`src/rtl/mix4_pkg.sv`:
```
package mix4_pkg;
  localparam int CH_N   = 4;
  localparam int SMP_W  = 16;
  localparam int CV_W   = 7;
  localparam int MV_W   = 4;
endpackage

```
`src/rtl/mix4_gain_ctrl.sv`:
```
module mix4_gain_ctrl #(
  parameter int CV_W = 7
) (
  input  logic            clk,
  input  logic            rst,
  input  logic            fade_en,
  input  logic            wr,
  input  logic [CV_W-1:0] wdata,
  input  logic            step,
  output logic [CV_W-1:0] cur,
  output logic [CV_W-1:0] tgt
);
  localparam logic [CV_W-1:0] TOP = '1;
  logic [CV_W-1:0] aim;
  logic [CV_W-1:0] ramp;

  assign aim  = wr ? wdata : tgt;
  assign ramp = (cur < aim) ? cur + 1'b1 : cur - 1'b1;

  always_ff @(posedge clk) begin
    if (rst) begin
      cur <= TOP;
      tgt <= TOP;
    end else begin
      if (wr) tgt <= wdata;
      if (!fade_en)
        cur <= aim;
      else if (step && (cur != aim))
        cur <= ramp;
    end
  end
endmodule

```
`src/rtl/mix4_sum_stage.sv`:
```
module mix4_sum_stage #(
  parameter int N_CH  = 4,
  parameter int SMP_W = 16,
  parameter int CV_W  = 7,
  parameter int MV_W  = 4,
  parameter int ACC_W = 18
) (
  input  logic                      clk,
  input  logic                      rst,
  input  logic                      en,
  input  logic                      vin,
  input  logic [N_CH*SMP_W-1:0]     samples,
  input  logic [N_CH*CV_W-1:0]      codes,
  input  logic [MV_W-1:0]           mcode_in,
  output logic                      vout,
  output logic signed [ACC_W-1:0]   sum_out,
  output logic [MV_W-1:0]           mcode_out
);
  localparam int PW = SMP_W + CV_W + 2;
  logic signed [SMP_W-1:0] scaled [N_CH];
  logic signed [ACC_W-1:0] acc;

  for (genvar k = 0; k < N_CH; k++) begin : g_ch
    logic [CV_W-1:0]       code;
    logic [CV_W:0]         gain;
    logic signed [PW-1:0]  prod;
    logic signed [PW-1:0]  shf;
    assign code = codes[k*CV_W +: CV_W];
    assign gain = (code == {CV_W{1'b1}}) ? (CV_W+1)'(1 << CV_W) : {1'b0, code};
    assign prod = $signed(samples[k*SMP_W +: SMP_W]) * $signed({1'b0, gain});
    assign shf  = prod >>> CV_W;
    assign scaled[k] = shf[SMP_W-1:0];
  end

  always_comb begin
    acc = '0;
    for (int k = 0; k < N_CH; k++)
      acc = acc + {{(ACC_W-SMP_W){scaled[k][SMP_W-1]}}, scaled[k]};
  end

  always_ff @(posedge clk) begin
    if (rst) begin
      vout      <= 1'b0;
      sum_out   <= '0;
      mcode_out <= '0;
    end else if (en) begin
      vout      <= vin;
      sum_out   <= acc;
      mcode_out <= mcode_in;
    end
  end
endmodule

```
`src/rtl/mix4_master_stage.sv`:
```
module mix4_master_stage #(
  parameter int ACC_W = 18,
  parameter int MV_W  = 4,
  parameter int SMP_W = 16
) (
  input  logic                     clk,
  input  logic                     rst,
  input  logic                     en,
  input  logic                     vin,
  input  logic signed [ACC_W-1:0]  sum,
  input  logic [MV_W-1:0]          mcode,
  output logic                     vout,
  output logic [SMP_W-1:0]         dout
);
  localparam int PW = ACC_W + MV_W + 2;
  localparam logic signed [PW-1:0] SMAX = PW'((64'sd1 <<< (SMP_W-1)) - 1);
  localparam logic signed [PW-1:0] SMIN = -SMAX - 1;

  logic [MV_W:0]          gain;
  logic signed [PW-1:0]   prod;
  logic signed [PW-1:0]   shf;
  logic [SMP_W-1:0]       clip;

  assign gain = (mcode == {MV_W{1'b1}}) ? (MV_W+1)'(1 << MV_W) : {1'b0, mcode};
  assign prod = sum * $signed({1'b0, gain});
  assign shf  = prod >>> MV_W;

  always_comb begin
    if (shf > SMAX)      clip = SMAX[SMP_W-1:0];
    else if (shf < SMIN) clip = SMIN[SMP_W-1:0];
    else                 clip = shf[SMP_W-1:0];
  end

  always_ff @(posedge clk) begin
    if (rst) begin
      vout <= 1'b0;
      dout <= '0;
    end else if (en) begin
      vout <= vin;
      dout <= clip;
    end
  end
endmodule

```
`src/rtl/mix4_vol.sv`:
```
module mix4_vol #(
  parameter int N_CH  = mix4_pkg::CH_N,
  parameter int SMP_W = mix4_pkg::SMP_W,
  parameter int CV_W  = mix4_pkg::CV_W,
  parameter int MV_W  = mix4_pkg::MV_W,
  parameter int AW    = $clog2(N_CH + 2)
) (
  input  logic                  clk,
  input  logic                  rst,
  input  logic                  in_valid,
  output logic                  in_ready,
  input  logic [N_CH*SMP_W-1:0] in_samples,
  input  logic                  cfg_we,
  input  logic [AW-1:0]         cfg_addr,
  input  logic [CV_W-1:0]       cfg_wdata,
  output logic                  o_valid,
  input  logic                  o_ready,
  output logic [SMP_W-1:0]      o_data
);
  localparam int ACC_W = SMP_W + $clog2(N_CH);
  localparam logic [AW-1:0] A_MST  = AW'(N_CH);
  localparam logic [AW-1:0] A_FADE = AW'(N_CH + 1);

  logic                    adv;
  logic                    take;
  logic                    fade_q;
  logic [MV_W-1:0]         mst_q;
  logic [N_CH*CV_W-1:0]    cur_flat;
  logic [N_CH*CV_W-1:0]    tgt_flat;
  logic                    s1_v;
  logic signed [ACC_W-1:0] s1_sum;
  logic [MV_W-1:0]         s1_m;

  assign adv      = !o_valid || o_ready;
  assign in_ready = adv;
  assign take     = in_valid && adv;

  always_ff @(posedge clk) begin
    if (rst) begin
      fade_q <= 1'b0;
      mst_q  <= '1;
    end else if (cfg_we) begin
      if (cfg_addr == A_MST)  mst_q  <= cfg_wdata[MV_W-1:0];
      if (cfg_addr == A_FADE) fade_q <= cfg_wdata[0];
    end
  end

  for (genvar k = 0; k < N_CH; k++) begin : g_gain
    mix4_gain_ctrl #(.CV_W(CV_W)) u_gain (
      .clk     (clk),
      .rst     (rst),
      .fade_en (fade_q),
      .wr      (cfg_we && (cfg_addr == AW'(k))),
      .wdata   (cfg_wdata),
      .step    (take),
      .cur     (cur_flat[k*CV_W +: CV_W]),
      .tgt     (tgt_flat[k*CV_W +: CV_W])
    );
  end

  mix4_sum_stage #(
    .N_CH(N_CH), .SMP_W(SMP_W), .CV_W(CV_W), .MV_W(MV_W), .ACC_W(ACC_W)
  ) u_sum (
    .clk       (clk),
    .rst       (rst),
    .en        (adv),
    .vin       (in_valid),
    .samples   (in_samples),
    .codes     (cur_flat),
    .mcode_in  (mst_q),
    .vout      (s1_v),
    .sum_out   (s1_sum),
    .mcode_out (s1_m)
  );

  mix4_master_stage #(
    .ACC_W(ACC_W), .MV_W(MV_W), .SMP_W(SMP_W)
  ) u_mst (
    .clk   (clk),
    .rst   (rst),
    .en    (adv),
    .vin   (s1_v),
    .sum   (s1_sum),
    .mcode (s1_m),
    .vout  (o_valid),
    .dout  (o_data)
  );
endmodule

```
`config.mk`:
```
export PLATFORM = sky130hd
export DESIGN_NAME = mix4_vol
export DESIGN_NICKNAME = d
export VERILOG_FILES = /design/src/rtl/mix4_pkg.sv /design/src/rtl/mix4_gain_ctrl.sv /design/src/rtl/mix4_sum_stage.sv /design/src/rtl/mix4_master_stage.sv /design/src/rtl/mix4_vol.sv
export SDC_FILE = /design/constraint.sdc
export NUM_CORES = 2
export LEC_CHECK = 0
export ABC_AREA = 1
export BUFFER_PORTS_ARGS = -buffer_cell sky130_fd_sc_hd__buf_4
export CAP_MARGIN = 20
export CORE_MARGIN = 5
export CORE_UTILIZATION = 60
export CTS_BUF_LIST = sky130_fd_sc_hd__clkbuf_2
export DETAILED_ROUTE_END_ITERATION = 10
export PLACE_DENSITY = 0.85
export SLEW_MARGIN = 20
export SYNTH_ARGS = -nofsm -noshare
export SYNTH_HDL_FRONTEND = slang
export SYNTH_HIERARCHICAL = 1
export SYNTH_SLANG_ARGS = --single-unit
```
`constraint.sdc`:
```
create_clock -name clk -period 10.9 [get_ports clk]
set_input_delay 1.09 -clock clk [delete_from_list [all_inputs] [get_ports clk]]
set_output_delay 1.09 -clock clk [all_outputs]
set_load 0.1 [all_outputs]
```
==> out/summary.md <==
The worst-case headroom to the max-slew limit was 0.409; the number of nets in the finished design was 4,791. Data on the critical path is required at its endpoint by 11.50 ns. The post-cts resize count was 0. Static timing analysis puts the maximum clock frequency at 126 MHz.

The final weighted congestion of routability-driven global placement came out at 0.973. The fraction of final layout cells with drive strength greater than 1 is 0.0541, and the number of endpoints failing setup at the final stage is 0. The number of buffers on the longest clock path is 2, and the net count of the mapped netlist is 4,732. In this run the remaining antenna-violating nets after routing total 0. Clock tree synthesis inserted a total of 9 buffers. The largest single stage delay on the critical path is 0.60 ns. The post-route DRC violation count was 0. The number of H-tree levels is 3, and the final setup TNS is 0 ns. Element type at the critical path end: a register. The logs give 8.56 ns for the data arrival time of the critical path and 0 for the number of pins exceeding their max-slew limit in the final report. The met2 track utilization from global routing is 0.470.

Most common cell after layout, fill and taps aside: sky130_fd_sc_hd__inv_1. In this run the worst path has a maximum fanout of 24. For the full die area, the log shows 51,500 um^2.

Counting flops and latches in the post-synthesis netlist gives 101. Setup repair after global routing left no endpoint under its margin. For the finished layout, the period the worst path requires is 7.96 ns.

The synthesized netlist contains 48 unique library cells. Buffers added to address setup during post-CTS repair amount to 0. Share of the clock period used by the worst path: 0.730. The slowest stage of the critical path belongs to the cell sky130_fd_sc_hd__fa_1. The area share of the largest cell type after synthesis was 0.337; the via-per-instance ratio was 5.30. The final worst clock skew is 0.0585 ns, and the die boundary height is 227 um. The worst setup path is of the reg2reg kind. The cell area that synthesis handed to floorplanning was 28,200 um^2.

In this run the horizontal extent of the chip is 227 um. The largest net degree at the start of global routing is 60. The met3 routing resource usage after global routing is 0.0277.

The number of cells produced by synthesis came out at 3,908. The detailed-route wire length is 67,500 um. For this block, the via count after detailed routing is 24,273. In the post-synthesis netlist, the biggest area contributors are sky130_fd_sc_hd__fa_1 (34%), sky130_fd_sc_hd__inv_1 (13%), sky130_fd_sc_hd__ha_1 (12%). In the layout the commonest cells are sky130_fd_sc_hd__inv_1 (975), sky130_fd_sc_hd__nand2_1 (817), sky130_fd_sc_hd__nor2_1 (530), sky130_fd_sc_hd__fa_1 (476), sky130_fd_sc_hd__ha_1 (269). In the final routed layout, each cell accounts on average for 14.7 um. For this design, the CTS-stage hold fixing added 0 buffers. The cell sitting at the root of the clock tree is a sky130_fd_sc_hd__clkbuf_2. After clock tree synthesis, the clock-pin slew on the worst setup and hold paths is 0.34 ns. The number of failing hold endpoints at the final stage was 0. The tools report the starting utilization of the core area as 0.607.

The path type of the worst min-delay path is reg2reg. The clock insertion delay at the later pin of the skew report is 0.64 ns, and the detailed-router iteration count before antenna repair is 6. In this run the most used layer during global routing was met2. The run gives 0.0716 as the sequential-to-total area share from yosys stat.

Violation count after the first detailed-routing iteration: 1,741. After legalization and detailed placement, the total HPWL measured 58,300 um. For the standard-cell row count, the log shows 79. The growth of design area from synthesis to finish is 4.93%, and the clock sink count is 101.

The run gives 0.355 as the met1 demand-to-capacity share in global routing. For this run the aggregate overflow at the end of global routing stands at 0. The overall fraction of global-route tracks in use came out at 0.269. In this run the mean area of a mapped cell was 7.23 um^2. The tools report the number of global-route vias before repair as 24,830. The first global-routing pass estimated 115,000 um of wire. After floorplanning, the core was sized to cover 46,600 um^2. For the pin with the worst max-slew slack, the measured transition is 0.883 ns.

The initial antenna violation count came out at 2. TritonCTS built the clock tree. Pin placement for this block handled 97 I/O pins.

The run gives 0 as the count of maximum capacitance violations. The run finished with clean final reports. The count of input and output buffers was 96. STA classifies the critical path startpoint as a register. Top cell type by total area after synthesis: sky130_fd_sc_hd__fa_1.

The count of warnings emitted by yosys came out at 6.
cells by family after synthesis:
logic type,after synthesis,synth area share
AO/OA/AOI/OAI,317,0.0657
XOR/XNOR,109,0.0338
flip-flops,101,0.0716
multiplexers,8,0.00461
adder cells (fa/ha/maj),745,0.457
buffers and inverters,1038,0.140
AND/OR/NAND/NOR,1590,0.228
layout make-up:
class / count / area (um^2)
timing repair buffer: 101 / 758
multi-input combinational: 2769 / 22300
tap: 607 / 759
fill: 3985 / 16900
clock inverter: 7 / 81.3
clock buffer: 9 / 45.0
inverter: 985 / 3700
antenna: 2 / 5.00
sequential: 101 / 2020
registers in the layout, indices dropped and copies added (netlist names):
name               flops
u_sum/sum_out         18
mst_q                  4
g_gain.u_gain/tgt     28
u_sum/mcode_out        4
u_mst/dout            16
fade_q                 1
g_gain.u_gain/cur     28
u_mst/vout             1
u_sum/vout             1
synth_stat cells, drive strengths merged:
library cell / number
clkbuf: 30
buf: 23
dfxtp: 101
and2b: 1
ha: 269
o31ai: 2
mux2i: 8
fa: 476
nor4: 7
a21boi: 8
nor3: 17
nand3: 127
nand3b: 4
o21a: 4
nand2: 858
o21bai: 6
xnor2: 43
o21ai: 88
clkinv: 8
a211oi: 4
a21o: 15
xor2: 66
nor2: 547
a31oi: 6
o211ai: 8
and2: 2
inv: 977
nand4: 21
or2: 6
a21oi: 173
o221a: 3
final timing paths:
path | start | to | slack (ns) | depth (start not counted)
min | u_sum/vout$_SDFFE_PP0P_ | u_sum/vout$_SDFFE_PP0P_ | 0.49 | 2
min reg2reg | u_sum/vout$_SDFFE_PP0P_ | u_sum/vout$_SDFFE_PP0P_ | 0.49 | 2
max | g_gain[2].u_gain/cur[1]$_SDFFE_PP1P_ | u_sum/sum_out[11]$_SDFFE_PP0P_ | 2.94 | 33
max reg2reg | g_gain[2].u_gain/cur[1]$_SDFFE_PP1P_ | u_sum/sum_out[11]$_SDFFE_PP0P_ | 2.94 | 33
metrics by stage:
stage | instance area [um^2] | hold slack [ns] | setup slack [ns] | std cells | utilization
6_report | 29600 | 0.486 | 2.94 | 4581 | 0.637
5_1_grt | 29600 | 0.512 | 2.40 | 4581 | 0.637
4_1_cts | 29600 | 0.481 | 2.94 | 4579 | 0.636
3_5_place_dp | 29500 | 0.443 | 2.97 | 4563 | 0.634
3_3_place_gp | 29500 | 0.432 | 3.21 | 4563 | 0.634
2_1_floorplan | 28200 | 0.424 | 4.02 | 3908 | -
metal layers:
metal  share of wire  up-vias
met5         0.00028        -
met4           0.033        2
met3           0.056      153
met2            0.49      777
met1            0.42    11643
li1                -    11698
worst max-delay path, delay by kind of cell, from the launching register on:
kind / cells / cell delay (ns)
XOR/XNOR: 1 / 0.23
AND/OR/NAND/NOR: 12 / 1.37
flip-flops: 1 / 0.48
AO/OA/AOI/OAI: 5 / 1.26
adder cells (fa/ha/maj): 8 / 3.86
buffers and inverters: 7 / 0.71
Power is left out: the tool's default activity adds up to more than one toggle a clock period on the data nets, which glitch-free logic cannot reach.
